[config.mk]
export PLATFORM = sky130hd
export DESIGN_NAME = tape_rec_reader
export DESIGN_NICKNAME = d
export VERILOG_FILES = /design/src/rtl/tfr_pkg.sv /design/src/rtl/tfr_bit_framer.sv /design/src/rtl/tfr_stage_buf.sv /design/src/rtl/tape_rec_reader.sv
export SDC_FILE = /design/constraint.sdc
export NUM_CORES = 1
export LEC_CHECK = 0
export BUFFER_PORTS_ARGS = -buffer_cell sky130_fd_sc_hd__buf_2
export CAP_MARGIN = 20
export CORE_MARGIN = 3
export CORE_UTILIZATION = 42
export CTS_CLUSTER_DIAMETER = 100
export CTS_CLUSTER_SIZE = 14
export DETAILED_ROUTE_END_ITERATION = 7
export SYNTH_ARGS = -nofsm -noshare
export SYNTH_HDL_FRONTEND = slang
export SYNTH_SLANG_ARGS = --single-unit
[constraint.sdc]
create_clock -name clk -period 3.3 [get_ports clk]
set_input_delay 0.66 -clock clk [delete_from_list [all_inputs] [get_ports clk]]
set_output_delay 0.66 -clock clk [all_outputs]
set_load 0.02 [all_outputs]
[src/rtl/tfr_pkg.sv]
package tfr_pkg;
   typedef enum logic [2:0] {
      S_IDLE,
      S_LEAD,
      S_CNT1,
      S_CNT2,
      S_HUNT,
      S_DATA,
      S_CSUM,
      S_FIN
   } rd_state_t;
endpackage

[src/rtl/tfr_bit_framer.sv]
// Bit framer: hunts for a zero run followed by a full byte of ones,
// then assembles bytes MSB first from the following bits.
module tfr_bit_framer #(
   parameter int MIN_ZEROS = 8,
   parameter int BYTE_W    = 8
) (
   input  logic              clk,
   input  logic              rst_n,
   input  logic              clr,
   input  logic              hunt,
   input  logic              bit_valid,
   input  logic              bit_val,
   output logic              mark_hit,
   output logic              byte_valid,
   output logic [BYTE_W-1:0] byte_data
);
   localparam int ZW = $clog2(MIN_ZEROS + 1);
   localparam int OW = $clog2(BYTE_W + 1);
   localparam int CW = $clog2(BYTE_W);

   if (MIN_ZEROS < 1) begin : g_bad_zeros
      $error("MIN_ZEROS must be at least 1");
   end
   if (BYTE_W < 2 || (BYTE_W & (BYTE_W - 1)) != 0) begin : g_bad_width
      $error("BYTE_W must be a power of two");
   end

   logic [ZW-1:0]     zrun;
   logic [OW-1:0]     ones;
   logic [CW-1:0]     bcnt;
   logic [BYTE_W-1:0] sreg;

   assign mark_hit   = hunt & bit_valid & bit_val &
                       (ones == OW'(BYTE_W - 1)) & (zrun == ZW'(MIN_ZEROS));
   assign byte_valid = ~hunt & bit_valid & (bcnt == CW'(BYTE_W - 1));
   assign byte_data  = {sreg[BYTE_W-2:0], bit_val};

   always_ff @(posedge clk) begin
      if (!rst_n || clr) begin
         zrun <= '0;
         ones <= '0;
         bcnt <= '0;
         sreg <= '0;
      end else if (hunt) begin
         bcnt <= '0;
         if (bit_valid) begin
            if (mark_hit) begin
               zrun <= '0;
               ones <= '0;
            end else if (bit_val) begin
               if (ones != OW'(BYTE_W)) ones <= ones + 1'b1;
            end else begin
               if (ones != '0)                     zrun <= ZW'(1);
               else if (zrun != ZW'(MIN_ZEROS))    zrun <= zrun + 1'b1;
               ones <= '0;
            end
         end
      end else begin
         zrun <= '0;
         ones <= '0;
         if (bit_valid) begin
            sreg <= byte_data;
            bcnt <= bcnt + 1'b1;
         end
      end
   end
endmodule

[src/rtl/tfr_stage_buf.sv]
// One-record staging store: one register per entry, combinational read.
module tfr_stage_buf #(
   parameter int DEPTH = 64,
   parameter int W     = 8
) (
   input  logic                     clk,
   input  logic                     wr_en,
   input  logic [$clog2(DEPTH)-1:0] wr_addr,
   input  logic [W-1:0]             wr_data,
   input  logic [$clog2(DEPTH)-1:0] rd_addr,
   output logic [W-1:0]             rd_data
);
   localparam int AW = $clog2(DEPTH);

   logic [DEPTH-1:0][W-1:0] rd_vec;

   for (genvar i = 0; i < DEPTH; i++) begin : g_entry
      logic [W-1:0] q;
      always_ff @(posedge clk) begin
         if (wr_en && wr_addr == AW'(i)) q <= wr_data;
      end
      assign rd_vec[i] = q;
   end

   assign rd_data = rd_vec[rd_addr];
endmodule

[src/rtl/tape_rec_reader.sv]
module tape_rec_reader
   import tfr_pkg::*;
#(
   parameter int REC_BYTES  = 64,
   parameter int BYTE_W     = 8,
   parameter int MIN_ZEROS  = 8,
   parameter int SYNC_BYTES = 8
) (
   input  logic                         clk,
   input  logic                         rst_n,
   input  logic                         start,
   input  logic                         abort,
   input  logic                         bit_valid,
   input  logic                         bit_val,
   output logic                         busy,
   output logic                         done,
   output logic                         err,
   output logic                         cnt_valid,
   output logic [BYTE_W-1:0]            cnt_out,
   output logic                         rec_done,
   output logic                         rec_ok,
   output logic [BYTE_W-1:0]            rec_id,
   output logic                         data_valid,
   output logic [BYTE_W-1:0]            data_byte,
   output logic [$clog2(REC_BYTES)-1:0] data_idx
);
   localparam int IW = $clog2(REC_BYTES);

   // Release of a passed copy must finish before the next copy's first
   // data byte can arrive (sync + mark + one byte of bit strobes).
   if (REC_BYTES < 2 || REC_BYTES > BYTE_W * (SYNC_BYTES + 2)) begin : g_bad_depth
      $error("REC_BYTES out of range for the sync length");
   end
   if (MIN_ZEROS > BYTE_W * SYNC_BYTES) begin : g_bad_hunt
      $error("MIN_ZEROS longer than a record sync stretch");
   end

   rd_state_t         state;
   logic              fr_clr, hunt, mark_hit, byte_v;
   logic [BYTE_W-1:0] byte_d;
   logic [BYTE_W-1:0] cnt_a, rec_num, sum;
   logic [IW-1:0]     bidx, drain_ptr;
   logic              copy, good, drain_act, wr_en, pass, last_rec;
   logic [BYTE_W-1:0] rd_data;

   assign fr_clr   = abort | (state == S_IDLE);
   assign hunt     = (state == S_LEAD) | (state == S_HUNT);
   assign wr_en    = (state == S_DATA) & byte_v & ~(copy & good);
   assign pass     = (byte_d == sum);
   assign last_rec = (rec_num == cnt_out - 1'b1);
   assign busy     = (state != S_IDLE);

   tfr_bit_framer #(.MIN_ZEROS(MIN_ZEROS), .BYTE_W(BYTE_W)) u_framer (
      .clk(clk), .rst_n(rst_n), .clr(fr_clr), .hunt(hunt),
      .bit_valid(bit_valid), .bit_val(bit_val),
      .mark_hit(mark_hit), .byte_valid(byte_v), .byte_data(byte_d)
   );

   tfr_stage_buf #(.DEPTH(REC_BYTES), .W(BYTE_W)) u_stage (
      .clk(clk), .wr_en(wr_en), .wr_addr(bidx), .wr_data(byte_d),
      .rd_addr(drain_ptr), .rd_data(rd_data)
   );

   always_ff @(posedge clk) begin
      if (!rst_n) begin
         state      <= S_IDLE;
         done       <= 1'b0;
         err        <= 1'b0;
         cnt_valid  <= 1'b0;
         cnt_out    <= '0;
         cnt_a      <= '0;
         rec_done   <= 1'b0;
         rec_ok     <= 1'b0;
         rec_id     <= '0;
         rec_num    <= '0;
         copy       <= 1'b0;
         good       <= 1'b0;
         sum        <= '0;
         bidx       <= '0;
         drain_act  <= 1'b0;
         drain_ptr  <= '0;
         data_valid <= 1'b0;
         data_byte  <= '0;
         data_idx   <= '0;
      end else begin
         rec_done   <= 1'b0;
         data_valid <= 1'b0;
         if (drain_act) begin
            data_valid <= 1'b1;
            data_byte  <= rd_data;
            data_idx   <= drain_ptr;
            if (drain_ptr == IW'(REC_BYTES - 1)) drain_act <= 1'b0;
            else                                  drain_ptr <= drain_ptr + 1'b1;
         end
         if (abort) begin
            state      <= S_IDLE;
            drain_act  <= 1'b0;
            data_valid <= 1'b0;
            done       <= 1'b0;
            err        <= 1'b0;
            cnt_valid  <= 1'b0;
         end else begin
            unique case (state)
               S_IDLE: if (start) begin
                  state     <= S_LEAD;
                  done      <= 1'b0;
                  err       <= 1'b0;
                  cnt_valid <= 1'b0;
                  rec_num   <= '0;
                  copy      <= 1'b0;
                  good      <= 1'b0;
               end
               S_LEAD: if (mark_hit) state <= S_CNT1;
               S_CNT1: if (byte_v) begin
                  cnt_a <= byte_d;
                  state <= S_CNT2;
               end
               S_CNT2: if (byte_v) begin
                  if (byte_d != cnt_a) begin
                     err   <= 1'b1;
                     state <= S_FIN;
                  end else begin
                     cnt_out   <= byte_d;
                     cnt_valid <= 1'b1;
                     state     <= (byte_d == '0) ? S_FIN : S_HUNT;
                  end
               end
               S_HUNT: if (mark_hit) begin
                  state <= S_DATA;
                  bidx  <= '0;
                  sum   <= '0;
               end
               S_DATA: if (byte_v) begin
                  sum  <= sum + byte_d;
                  bidx <= bidx + 1'b1;
                  if (bidx == IW'(REC_BYTES - 1)) state <= S_CSUM;
               end
               S_CSUM: if (byte_v) begin
                  if (!copy) begin
                     copy  <= 1'b1;
                     state <= S_HUNT;
                     if (pass) begin
                        good      <= 1'b1;
                        rec_done  <= 1'b1;
                        rec_ok    <= 1'b1;
                        rec_id    <= rec_num;
                        drain_act <= 1'b1;
                        drain_ptr <= '0;
                     end
                  end else if (!good && !pass) begin
                     rec_done <= 1'b1;
                     rec_ok   <= 1'b0;
                     rec_id   <= rec_num;
                     err      <= 1'b1;
                     state    <= S_FIN;
                  end else begin
                     if (!good) begin
                        rec_done  <= 1'b1;
                        rec_ok    <= 1'b1;
                        rec_id    <= rec_num;
                        drain_act <= 1'b1;
                        drain_ptr <= '0;
                     end
                     copy <= 1'b0;
                     good <= 1'b0;
                     if (last_rec) state <= S_FIN;
                     else begin
                        rec_num <= rec_num + 1'b1;
                        state   <= S_HUNT;
                     end
                  end
               end
               S_FIN: if (!drain_act) begin
                  done  <= 1'b1;
                  state <= S_IDLE;
               end
               default: state <= S_IDLE;
            endcase
         end
      end
   end
endmodule

==> summary.md, run 1 <==
| Metric | Value |
|---|---|
| Nets@finish | `between 1500 and 2000` |
| Iteration-0 DRC Markers | `1069` |
| Post-synthesis mux area share | `0.150` |
| Post-cts resize count | `0` |
| Cell Int Power | `between 10 and 15 mW` |
| # placed instances | `about 2300` |
| DIE HEIGHT | `248 µm` |
| Flop-to-flop setup slack | `about 0.60 ns` |
| Highest net fanout along the worst path | `22` |
| Initial DRT Pass Iterations | `5` |
| Critical Path Most Common Cell | `mux4_2` |
| CTS tree | `built` |
| YS warnings | `0` |
| Setup Viol. Count Final | `0` |
| Maxcap violations | `0` |
| Post-route cell area | `27600 µm²` |
| Main synth FF type | `edfxtp_1` |
| Combinational share of power | `0.011` |
| First-pass GRT wire length | `between 80 and 90 mm` |
| Sw Pwr | `roughly 2.7 mW` |
| Row count | `slightly below 90` |
| Sequential element share of the synthesized area | `0.705` |
| RSZ-0062 raised after global routing | `false` |
| Dpl hpwl | `between 30 and 40 mm` |
| Total gr overflow | `0` |
| Status | `finished, final reports clean` |
| Die ar. | `61400 µm²` |
| Final WL | `55.6 mm` |
| Core Area | `57100 µm²` |
| Die width | `around 250 µm` |
| Commonest non-fill, non-tap cell in the layout | `edfxtp_1` |
| CTS H-tree lvls | `2` |
| Initial antenna violation count | `1` |
| Clk pin slew, worst setup/hold paths | `around 0.07 ns` |
| Register bit total from synthesis | `around 600` |
| Area Growth Syn to Fin | `12.4%` |
| Post-CTS Setup Bufs | `0` |
| Yosys cell types | `60` |
| CTS buffer count | `a little under 50` |
| Simple-Gate Fraction of Synth Area | `0.0668` |
| Antenna Cells | `0` |
| Fin crit period | `about 2.7 ns` |
| Cell Area, Placed | `about 26000 µm²` |
| Period utilization | `0.819` |
| Fin cells | `2336` |
| VDD IR max | `0.000367 V` |
| Vias in the first global route | `13300` |
| Gr usage total | `0.185` |
| Final WS setup | `roughly 0.60 ns` |
| Mapped Nets | `1456` |
| Dpl ws | `~0.24 ns` |
| Worst-case clock buffer depth | `3` |
| Initial Utilization | `0.429` |
| Compound-gate portion of the synthesized area | `0.0360` |
| Leak Pwr | `~8.5 nW` |
| Final hold vios | `0` |
| CP Cell Sequence | `buf_12, mux4_2, mux4_2, a22oi_1, a21oi_1` |
| Post-synthesis adder-cell area fraction | `0.0110` |
| Synthesized area | `about 25000 µm²` |
| Post-route ant nets | `0` |
| Worst Hold Class | `reg2reg` |
| Post-synth EDFFs | `512` |
| Clock sinks | `just over 600` |
| Post-synthesis cell count | `roughly 1400` |
| Worst setup SP type | `register` |
| PwrDens | `about 500 nW/µm²` |
| Total power | `between 10 and 15 mW` |
| Routed length per placed instance | `23.8 µm` |
| Skew final | `about 0.036 ns` |
| Cts hold-fix bufs | `0` |
| Setup CP Type | `reg2reg` |
| Fmax | `0.370 GHz` |
| Synthesized area per cell | `~17 µm²` |
| Finished Core Util | `0.483` |
| Vias per cell | `around 5.6` |
| Via count | `roughly 13000` |
| Filler cell count | `approximately 4800` |
| Largest net degree at the start of global routing | `70` |
| Clock share of power | `0.390` |
| Rel. slew slack | `0.405` |
| Largest family of logic cells by synthesized area | `multiplexers` |
| Post-synthesis xor/xnor area fraction | `0.0136` |
| RD Place Congestion | `around 0.81` |
| CP peak stage delay | `approximately 0.55 ns` |
| Most frequent cells in the layout | `edfxtp_1, mux4_2, nor2_1` |
| Sw Share | `0.198` |
| CP arrival | `~3.2 ns` |
| Max Slew Vio Count | `0` |
| Seq pwr share | `0.599` |
| Required time of the critical path | `~3.8 ns` |
| PortBufs | `42` |
| Share of layout cells above drive strength 1 | `0.229` |
| Hold Slack | `0.459 ns` |
| Share of flip-flops with an asynchronous set or reset | `0` |
| CP max-delay cell | `mux4_2` |
| CP endpoint kind | `register` |
| Root Driver | `clkbuf_16` |
| Skew-Pair Late Insertion Delay | `about 0.60 ns` |
| Worst slew pin tran | `about 0.89 ns` |
| DRC | `0` |
| Setup TNS | `0 ns` |
| IO Count | `43` |
[power by group through the flow]
stage	sequential (mW)	combinational [mW]	clock, mW
final	8.23	0.153	5.36
after global routing	8.22	0.168	5.78
after CTS	8.23	0.153	5.49
after detailed placement	8.40	0.152	0
after global placement	8.40	0.149	0
after floorplan	8.40	0.0972	0
[layer usage]
| metal | part of all wire | GRT usage | wire [µm] | up-vias |
|---|---|---|---|---|
| met5 | 0.00023 | 0 | 13 | - |
| met4 | 0.025 | 0.0503 | 1380 | 2 |
| met3 | 0.047 | 0.0279 | 2630 | 77 |
| met2 | 0.48 | 0.297 | 26800 | 341 |
| met1 | 0.44 | 0.266 | 24700 | 6791 |
| li1 | - | - | - | 5867 |
[layout make-up]
class,count,area [µm²],area share
Sequential cell,608,17300,0.628
Multi-Input combinational cell,730,6810,0.247
Clock buffer,76,1330,0.0481
Timing Repair Buffer,145,1070,0.0388
Tap cell,756,946,0.0343
Inverter,17,63.8,0.00231
Clock inverter,4,50.0,0.00181
[cells in the mapped netlist, types with 9 or more instances]
cell type | instances | area [µm²]
a221oi_1 | 15 | 131
xor2_1 | 19 | 166
nor2_1 | 133 | 499
dfxtp_1 | 96 | 1920
buf_4 | 12 | 90.1
edfxtp_1 | 512 | 15400
inv_1 | 16 | 60.1
nand3_1 | 29 | 145
xnor2_1 | 19 | 166
mux4_2 | 144 | 3240
nand4_1 | 13 | 81.3
ha_1 | 20 | 250
nand3b_1 | 9 | 67.6
mux2i_1 | 44 | 440
a21oi_1 | 54 | 270
nand2_1 | 69 | 259
nand2b_1 | 14 | 87.6
o21ai_0 | 24 | 120
buf_2 | 24 | 120
clkbuf_1 | 27 | 101
and2_1 | 16 | 100
nor3_1 | 18 | 90.1
[flip-flops by register name, indices dropped and copies added, names as in the netlist, 6 cells and up]
| register | count |
|---|---|
| u_framer.sreg | 7 |
| cnt_a | 8 |
| rec_id | 8 |
| u_stage.g_entry.q | 512 |
| data_byte | 8 |
| data_idx | 6 |
| bidx | 6 |
| cnt_out | 8 |
| sum | 8 |
| rec_num | 8 |
| drain_ptr | 6 |
[final timing paths]
check / from / to / depth (start not counted)
setup / recovery: drain_ptr[0]$_SDFF_PN0_ / data_byte[4]$_SDFFE_PN0P_ / 5
hold / removal: sum[0]$_SDFFE_PN0P_ / sum[0]$_SDFFE_PN0P_ / 2
setup reg to reg: drain_ptr[0]$_SDFF_PN0_ / data_byte[4]$_SDFFE_PN0P_ / 5
hold reg to reg: sum[0]$_SDFFE_PN0P_ / sum[0]$_SDFFE_PN0P_ / 2
[cells by family (layout without fill, tap and decap cells)]
kind of cell	Yosys count	in the layout
compound gates	139	139
flops	608	608
xor+xnor	38	38
buf+inv	91	242
fa+ha+maj	21	21
simple gates	344	344
mux	188	188
[critical path, delay by kind of cell, from the launching register on]
| family | cells | cell delay, ns |
|---|---|---|
| multiplexers | 2 | 1.09 |
| AO/OA/AOI/OAI | 2 | 0.66 |
| flip-flops | 1 | 0.54 |
| buffers and inverters | 1 | 0.26 |
(Power assumes the default switching activity.)
==> run 2: changes to the inputs <==
==> constraint.sdc (replaced) <==
create_clock -name clk -period 2.71 [get_ports clk]
set_input_delay 0.542 -clock clk [delete_from_list [all_inputs] [get_ports clk]]
set_output_delay 0.542 -clock clk [all_outputs]
set_load 0.02 [all_outputs]
==> run 2 against run 1 <==
  * Die area unchanged
  * Sequential cell count is the same
  * Sequential share of layout area shrank 0.85 points
  * Cell count up 2.1%
  * Sequential power up 22%
  * Power is 22% higher
  * Critical path depth is 4 higher
  * Non-clock buffer count up 50
  * Worst setup slack worse by 0.44 ns
  * Critical endpoint is now rec_num[5]$_SDFFE_PN0P_
  * Largest power group unchanged
==> summary.md, run 2 (synthesis gave the netlist of run 1 again) <==
| Metric | Value |
|---|---|
| Status | `finished, final reports clean (unchanged)` |
| Share of layout cells above drive strength 1 | `0.253 (was 0.229)` |
| RD Place Congestion | `0.818 (was 0.813)` |
| Die width | `248 µm (unchanged)` |
| Total power | `16.8 mW (was 13.7 mW)` |
| CTS buffer count | `49 (unchanged)` |
| CP peak stage delay | `0.46 ns (was 0.55 ns)` |
| Hold Slack | `0.359 ns (was 0.459 ns)` |
| PwrDens | `599 nW/µm² (was 498 nW/µm²)` |
| Final hold vios | `0 (unchanged)` |
| Required time of the critical path | `3.22 ns (was 3.76 ns)` |
| Clk pin slew, worst setup/hold paths | `0.07 ns (about the same)` |
| Combinational share of power | `0.013 (was 0.011)` |
| Dpl hpwl | `36.5 mm (was 35.4 mm)` |
| Core Area | `57100 µm² (unchanged)` |
| Worst Path Buf+Inv | `2 (was 1)` |
| Vias in the first global route | `13600 (was 13300)` |
| Maxcap violations | `0 (unchanged)` |
| DRC | `0 (unchanged)` |
| Worst slew pin tran | `0.826 ns (was 0.891 ns)` |
| Die ar. | `61400 µm² (unchanged)` |
| Cell Int Power | `13.4 mW (was 11.0 mW)` |
| Antenna Cells | `0 (unchanged)` |
| Skew final | `0.0384 ns (was 0.0358 ns)` |
| Initial DRT Pass Iterations | `5 (unchanged)` |
| Setup Viol. Count Final | `0 (unchanged)` |
| Area Growth Syn to Fin | `13.9% (was 12.4%)` |
| Highest net fanout along the worst path | `8 (was 22)` |
| Skew-Pair Late Insertion Delay | `0.61 ns (was 0.60 ns)` |
| First-pass GRT wire length | `85.3 mm (was 84.8 mm)` |
| Flop-to-flop setup slack | `0.16 ns (was 0.60 ns)` |
| Total gr overflow | `0 (unchanged)` |
| Worst Hold Class | `in2reg (was reg2reg)` |
| Final WL | `56.2 mm (was 55.6 mm)` |
| DIE HEIGHT | `248 µm (unchanged)` |
| IO Count | `43 (unchanged)` |
| Initial Utilization | `0.429 (unchanged)` |
| Routed length per placed instance | `23.5 µm (was 23.8 µm)` |
| # placed instances | `2306 (was 2256)` |
| Fmax | `0.392 GHz (was 0.370 GHz)` |
| Top cell family by delay on the critical path | `compound AO/OA/AOI/OAI gates (was multiplexers)` |
| VDD IR max | `0.000435 V (was 0.000367 V)` |
| Most frequent cells in the layout | `edfxtp_1, buf_4, mux4_2 (was edfxtp_1, mux4_2, nor2_1)` |
| Initial antenna violation count | `0 (was 1)` |
| CP Cell Sequence | `inv_1, ha_1, a31o_2, a2111oi_0, o2111ai_1, a21boi_2, buf_4, o31ai_1, a21oi_1 (was buf_12, mux4_2, mux4_2, a22oi_1, a21oi_1)` |
| Post-CTS Setup Bufs | `0 (unchanged)` |
| CTS H-tree lvls | `2 (unchanged)` |
| Sequential cell area | `17300 µm² (about the same)` |
| Iteration-0 DRC Markers | `1209 (was 1069)` |
| Biggest register | `u_stage.g_entry.q (unchanged)` |
| Commonest non-fill, non-tap cell in the layout | `edfxtp_1 (unchanged)` |
| Sw Share | `0.197 (was 0.198)` |
| Filler cell count | `4758 (was 4756)` |
| RSZ-0062 raised after global routing | `false (unchanged)` |
| Post-cts resize count | `0 (unchanged)` |
| Worst setup SP type | `register (unchanged)` |
| Post-route cell area | `28000 µm² (was 27600 µm²)` |
| Max Slew Vio Count | `0 (unchanged)` |
| Setup CP Type | `reg2reg (unchanged)` |
| Sw Pwr | `3.31 mW (was 2.72 mW)` |
| CP max-delay cell | `a2111oi_0 (was mux4_2)` |
| Footprint of the multi-input gates | `6820 µm² (was 6810 µm²)` |
| Final WS setup | `0.162 ns (was 0.598 ns)` |
| Largest register FFs | `512 (unchanged)` |
| CTS tree | `built (unchanged)` |
| Seq pwr share | `0.598 (was 0.599)` |
| Worst-case clock buffer depth | `3 (unchanged)` |
| Fin crit period | `2.55 ns (was 2.70 ns)` |
| Nets@finish | `1628 (was 1578)` |
| Largest net degree at the start of global routing | `70 (unchanged)` |
| Clock sinks | `608 (unchanged)` |
| Gr usage total | `0.187 (was 0.185)` |
| Leak Pwr | `8.73 nW (was 8.47 nW)` |
| CP endpoint kind | `register (unchanged)` |
| Vias per cell | `5.58 (was 5.60)` |
| PortBufs | `42 (unchanged)` |
| CP arrival | `3.06 ns (was 3.16 ns)` |
| Post-route ant nets | `0 (unchanged)` |
| Rel. slew slack | `0.450 (was 0.405)` |
| Fin cells | `2386 (was 2336)` |
| Cts hold-fix bufs | `0 (unchanged)` |
| Via count | `13300 (was 13100)` |
| Root Driver | `clkbuf_16 (unchanged)` |
| Row count | `87 (unchanged)` |
| Clock share of power | `0.389 (was 0.390)` |
| Cell Area, Placed | `26600 µm² (was 26200 µm²)` |
| Period utilization | `0.940 (was 0.819)` |
| Dpl ws | `-0.177 ns (was 0.240 ns)` |
==> run 2: changes by cell type in the layout (fill, tap and decap cells not counted), sizes merged <==
| cell | change |
|---|---|
| buf | +50 |
==> run 2: layout make-up <==
type,count,share of cell area
clock inverter,4,0.00179
sequential,608,0.619
multi-input combinational,730,0.244
clock buffer,76,0.0475
timing repair buffer,195,0.0517
tap,756,0.0338
inverter,17,0.00228
==> run 2: through the flow <==
stage               setup TNS [ns]  utilization
global route                     0        0.489
detailed placement          -0.873        0.465
CTS                              0        0.489
finish                           0        0.489
global placement            -0.989        0.465
floorplan                        0            -
==> run 2: power by group through the flow <==
stage	logic [mW]	registers [mW]	clock network, mW
finish	0.224	10.0	6.52
global route	0.246	10.0	7.02
CTS	0.223	10.0	6.69
detailed placement	0.223	10.2	0
global placement	0.219	10.2	0
floorplan	0.118	10.2	0
==> run 2: path summary, 6_finish.rpt <==
check                          startpoint                      end  cells past startpoint
hold / removal                      rst_n    state[0]$_SDFFE_PP0P_                      5
setup / recovery  cnt_out[1]$_SDFFE_PN0P_  rec_num[5]$_SDFFE_PN0P_                      9
hold reg to reg       sum[0]$_SDFFE_PN0P_      sum[0]$_SDFFE_PN0P_                      2
setup reg to reg  cnt_out[1]$_SDFFE_PN0P_  rec_num[5]$_SDFFE_PN0P_                      9
==> run 2: metal layers <==
layer	vias to the layer above	part of all wire	global-route usage	routed length, µm
li1	5961	-	-	-
met1	6914	0.43	0.258	24200
met2	347	0.48	0.301	27200
met3	85	0.057	0.0398	3180
met4	0	0.028	0.0546	1560
met5	-	0	0	0
==> run 2: tightest hold or removal path, cell delays in order <==
cell and delay, ns:
buf_2 0.11, inv_2 0.05, nor2_1 0.08, o21ai_0 0.08
a21oi_1 0.04
==> run 3: changes to the inputs <==
--- a/config.mk
+++ b/config.mk
@@ -12,6 +12,8 @@
 export CTS_CLUSTER_DIAMETER = 100
 export CTS_CLUSTER_SIZE = 14
 export DETAILED_ROUTE_END_ITERATION = 7
+export GPL_TIMING_DRIVEN = 0
 export SYNTH_ARGS = -nofsm -noshare
 export SYNTH_HDL_FRONTEND = slang
+export SYNTH_HIERARCHICAL = 1
 export SYNTH_SLANG_ARGS = --single-unit
==> run 3 against run 2 <==
  * Power is 1.3% higher
  * Clock skew is 0.021 ns lower
  * Clock power is 3% higher
  * Sequential cell count stayed put
  * First-iteration DRC count is 15% higher
  * Worst setup slack worse by 0.14 ns
  * Combinational power is 8% higher
  * Die area is 1.1% higher
  * Via count is 5.6% higher
  * Fmax is 5.2% lower
==> summary.md, run 3 <==
| Metric | Value |
|---|---|
| Share of layout cells above drive strength 1 | `0.302 (was 0.253)` |
| CP Cell Sequence | `buf_8, buf_8, buf_12, mux4_2, mux2i_2, a31oi_1, a32o_2, mux2i_1, nor2b_1 (was inv_1, ha_1, a31o_2, a2111oi_0, o2111ai_1, a21boi_2, buf_4, o31ai_1, a21oi_1)` |
| Post-synthesis cell count | `1456 (was 1429)` |
| First-pass GRT wire length | `92.0 mm (was 85.3 mm)` |
| Setup CP Type | `reg2reg (unchanged)` |
| Most frequent cells in the layout | `edfxtp_1, mux4_2, dfxtp_1 (was edfxtp_1, buf_4, mux4_2)` |
| Worst reg2reg path startpoint | `drain_ptr[0]$_SDFF_PN0_ (was cnt_out[1]$_SDFFE_PN0P_)` |
| Row count | `88 (was 87)` |
| Worst Hold Class | `in2reg (unchanged)` |
| Mapped Nets | `1480 (was 1456)` |
| CTS buffer count | `49 (unchanged)` |
| Critical Path Most Common Cell | `buf_8` |
| Largest net degree at the start of global routing | `70 (unchanged)` |
| Vias per cell | `5.80 (was 5.58)` |
| Root Driver | `clkbuf_16 (unchanged)` |
| Count leader, synth | `edfxtp_1 (unchanged)` |
| Worst slew pin tran | `1.03 ns (was 0.826 ns)` |
| CP endpoint kind | `register (unchanged)` |
| VDD IR max | `0.000567 V (was 0.000435 V)` |
| PwrDens | `577 nW/µm² (was 599 nW/µm²)` |
| # placed instances | `2269 (was 2306)` |
| Dominant cell type by area after synthesis | `edfxtp_1 (unchanged)` |
| Worst-case clock buffer depth | `3 (unchanged)` |
| IO Count | `43 (unchanged)` |
| Core Area | `58100 µm² (was 57100 µm²)` |
| Final WL | `62.1 mm (was 56.2 mm)` |
| Max Slew Vio Count | `0 (unchanged)` |
| Initial Utilization | `0.427 (was 0.429)` |
| Main synth FF type | `edfxtp_1 (unchanged)` |
| Sequential element share of the synthesized area | `0.697 (was 0.705)` |
| Critical R2R Capture | `data_byte[7]$_SDFFE_PN0P_ (was rec_num[5]$_SDFFE_PN0P_)` |
| DRC | `0 (unchanged)` |
| Post-synth EDFFs | `512 (unchanged)` |
| Setup Viol. Count Final | `0 (unchanged)` |
| R2R depth | `9 (unchanged)` |
| CTS tree | `built (unchanged)` |
| Initial DRT Pass Iterations | `5 (unchanged)` |
| Skew final | `0.0178 ns (was 0.0384 ns)` |
| Share of flip-flops with an asynchronous set or reset | `0 (unchanged)` |
| Via count | `14100 (was 13300)` |
| Commonest non-fill, non-tap cell in the layout | `edfxtp_1 (unchanged)` |
| Top cell family by delay on the critical path | `multiplexers (was compound AO/OA/AOI/OAI gates)` |
| Initial antenna violation count | `2 (was 0)` |
| Nets@finish | `1642 (was 1628)` |
| Hold EP | `u_framer/sreg[0]$_SDFFE_PP0P_ (was state[0]$_SDFFE_PP0P_)` |
| Total power | `17.0 mW (was 16.8 mW)` |
| Cell Area, Placed | `26200 µm² (was 26600 µm²)` |
| RD Place Congestion | `0.855 (was 0.818)` |
| Maxcap violations | `0 (unchanged)` |
| YS warnings | `6 (was 0)` |
| Gr usage total | `0.197 (was 0.187)` |
| Worst Path Buf+Inv | `3 (was 2)` |
| PortBufs | `41 (was 42)` |
| Routed length per placed instance | `25.6 µm (was 23.5 µm)` |
| Status | `finished, final reports clean (unchanged)` |
| RSZ-0062 raised after global routing | `true (was false)` |
| Synthesized area per cell | `17.1 µm² (was 17.2 µm²)` |
| Synthesized area | `24800 µm² (was 24500 µm²)` |
| Synth cell count leaders | `edfxtp_1, mux4_2, nor2_1 (unchanged)` |
| Top cell type's share of synthesized area | `0.619 (was 0.626)` |
| Register bit total from synthesis | `608 (unchanged)` |
| Fin crit period | `2.69 ns (was 2.55 ns)` |
| Total gr overflow | `0 (unchanged)` |
| Hold path start | `bit_val (was rst_n)` |
| Flop-to-flop setup slack | `0.02 ns (was 0.16 ns)` |
| CP peak stage delay | `0.53 ns (was 0.46 ns)` |
| Largest register FFs | `512 (unchanged)` |
| Required time of the critical path | `3.18 ns (was 3.22 ns)` |
| Skew-Pair Late Insertion Delay | `0.59 ns (was 0.61 ns)` |
| CP arrival | `3.16 ns (was 3.06 ns)` |
| Period utilization | `0.992 (was 0.940)` |
| Post-route cell area | `29400 µm² (was 28000 µm²)` |
| Rel. slew slack | `0.314 (was 0.450)` |
| Dpl hpwl | `40.0 mm (was 36.5 mm)` |
| Iteration-0 DRC Markers | `1385 (was 1209)` |
| Post-route ant nets | `0 (unchanged)` |
| Yosys cell types | `74 (was 60)` |
| Vias in the first global route | `14000 (was 13600)` |
| DIE HEIGHT | `249 µm (was 248 µm)` |
| Biggest register | `u_stage/g_entry.q (was u_stage.g_entry.q)` |
| CTS H-tree lvls | `2 (unchanged)` |
| Final hold vios | `0 (unchanged)` |
| Hold depth | `3 (was 5)` |
| Fin cells | `2423 (was 2386)` |
| Clk pin slew, worst setup/hold paths | `0.07 ns (about the same)` |
| Area Growth Syn to Fin | `18.5% (was 13.9%)` |
| Die ar. | `62100 µm² (was 61400 µm²)` |
| Antenna Cells | `0 (unchanged)` |
| Highest net fanout along the worst path | `10 (was 8)` |
| Cts hold-fix bufs | `0 (unchanged)` |
| CP max-delay cell | `mux4_2 (was a2111oi_0)` |
| Worst setup SP type | `register (unchanged)` |
| Filler cell count | `4768 (was 4758)` |
| Finished Core Util | `0.506 (was 0.489)` |
| Die width | `249 µm (was 248 µm)` |
| Top cells by area, synth | `edfxtp_1, mux4_2, dfxtp_1 (unchanged)` |
| Fmax | `0.372 GHz (was 0.392 GHz)` |
| Leak Pwr | `8.00 nW (was 8.73 nW)` |
| Clock sinks | `608 (unchanged)` |
[run 3: layout make-up]
cell class / instances / area (µm²) / area share
multi-input combinational: 756 / 7830 / 0.266
timing repair buffer: 113 / 1240 / 0.0422
clock buffer: 89 / 1420 / 0.0482
clock inverter: 2 / 17.5 / 0.000595
sequential: 608 / 17300 / 0.589
tap: 765 / 957 / 0.0325
buffer: 70 / 556 / 0.0189
inverter: 20 / 75.1 / 0.00255
[run 3: worst reg2reg max path: stages, from the launching register on]
cell     delay, ns
dfxtp_4       0.41
buf_8         0.20
buf_8         0.22
buf_12        0.19
mux4_2        0.54
mux2i_2       0.25
a31oi_1       0.16
a32o_2        0.36
mux2i_1       0.17
nor2b_1       0.07
[run 3: per-stage QoR]
stage          worst slack, ns  setup TNS (ns)  hold WS [ns]
3_3_place_gp             -1.15         -378.64         0.451
3_5_place_dp            -0.920         -391.01         0.459
4_1_cts                -0.0465         -0.0564         0.244
6_report                0.0212               0         0.292
2_1_floorplan          -0.0118          -0.470         0.445
5_1_grt                -0.0515          -0.225         0.314
[run 3: logic make-up after synthesis]
family                   after synthesis  share of synthesized area
flip-flops                           608                      0.697
AND/OR/NAND/NOR                      350                     0.0720
multiplexers                         201                      0.150
AO/OA/AOI/OAI                        151                     0.0434
buffers and inverters                 92                     0.0161
XOR/XNOR                              36                     0.0127
adder cells (fa/ha/maj)               18                    0.00937
[run 3: worst max path at each step]
stage,startpoint,to,slack (ns),depth (start not counted)
5_1_grt,state[2]$_SDFFE_PP0P_,state[1]$_SDFFE_PP0P_,-0.05,14
6_report,drain_ptr[0]$_SDFF_PN0_,data_byte[7]$_SDFFE_PN0P_,0.02,9
3_3_place_gp,u_framer/sreg[6]$_SDFFE_PP0P_,cnt_out[3]$_SDFFE_PN0P_,-1.15,7
2_1_floorplan,state[2]$_SDFFE_PP0P_,u_stage/g_entry[4].q[0]$_DFFE_PP_,-0.01,10
4_1_cts,state[2]$_SDFFE_PP0P_,sum[7]$_SDFFE_PN0P_,-0.05,13
3_5_place_dp,bit_valid,u_stage/g_entry[51].q[2]$_DFFE_PP_,-0.92,7
[run 3: where the power goes]
part           switching (mW)  internal (mW)  leakage, nW
Sequential             0.0119           10.0         4.52
Combinational           0.157         0.0848         2.79
Clock                    3.18           3.53        0.682
[run 3: routing by layer]
metal,vias to the layer above,global-route usage,part of all wire
met5,-,0,0
met4,0,0.0628,0.030
met3,107,0.0295,0.067
met2,520,0.315,0.48
met1,7312,0.278,0.42
li1,6112,-,-
[run 3: what timing repair did]
| item | 4_1_cts | 5_1_grt |
|---|---|---|
| gates resized for setup | 217 | 41 |
| cloned | 0 | 2 |
| endpoints found under the setup margin | 569 | 376 |
| setup buffers | 56 | 7 |
| pin swaps | 36 | 7 |
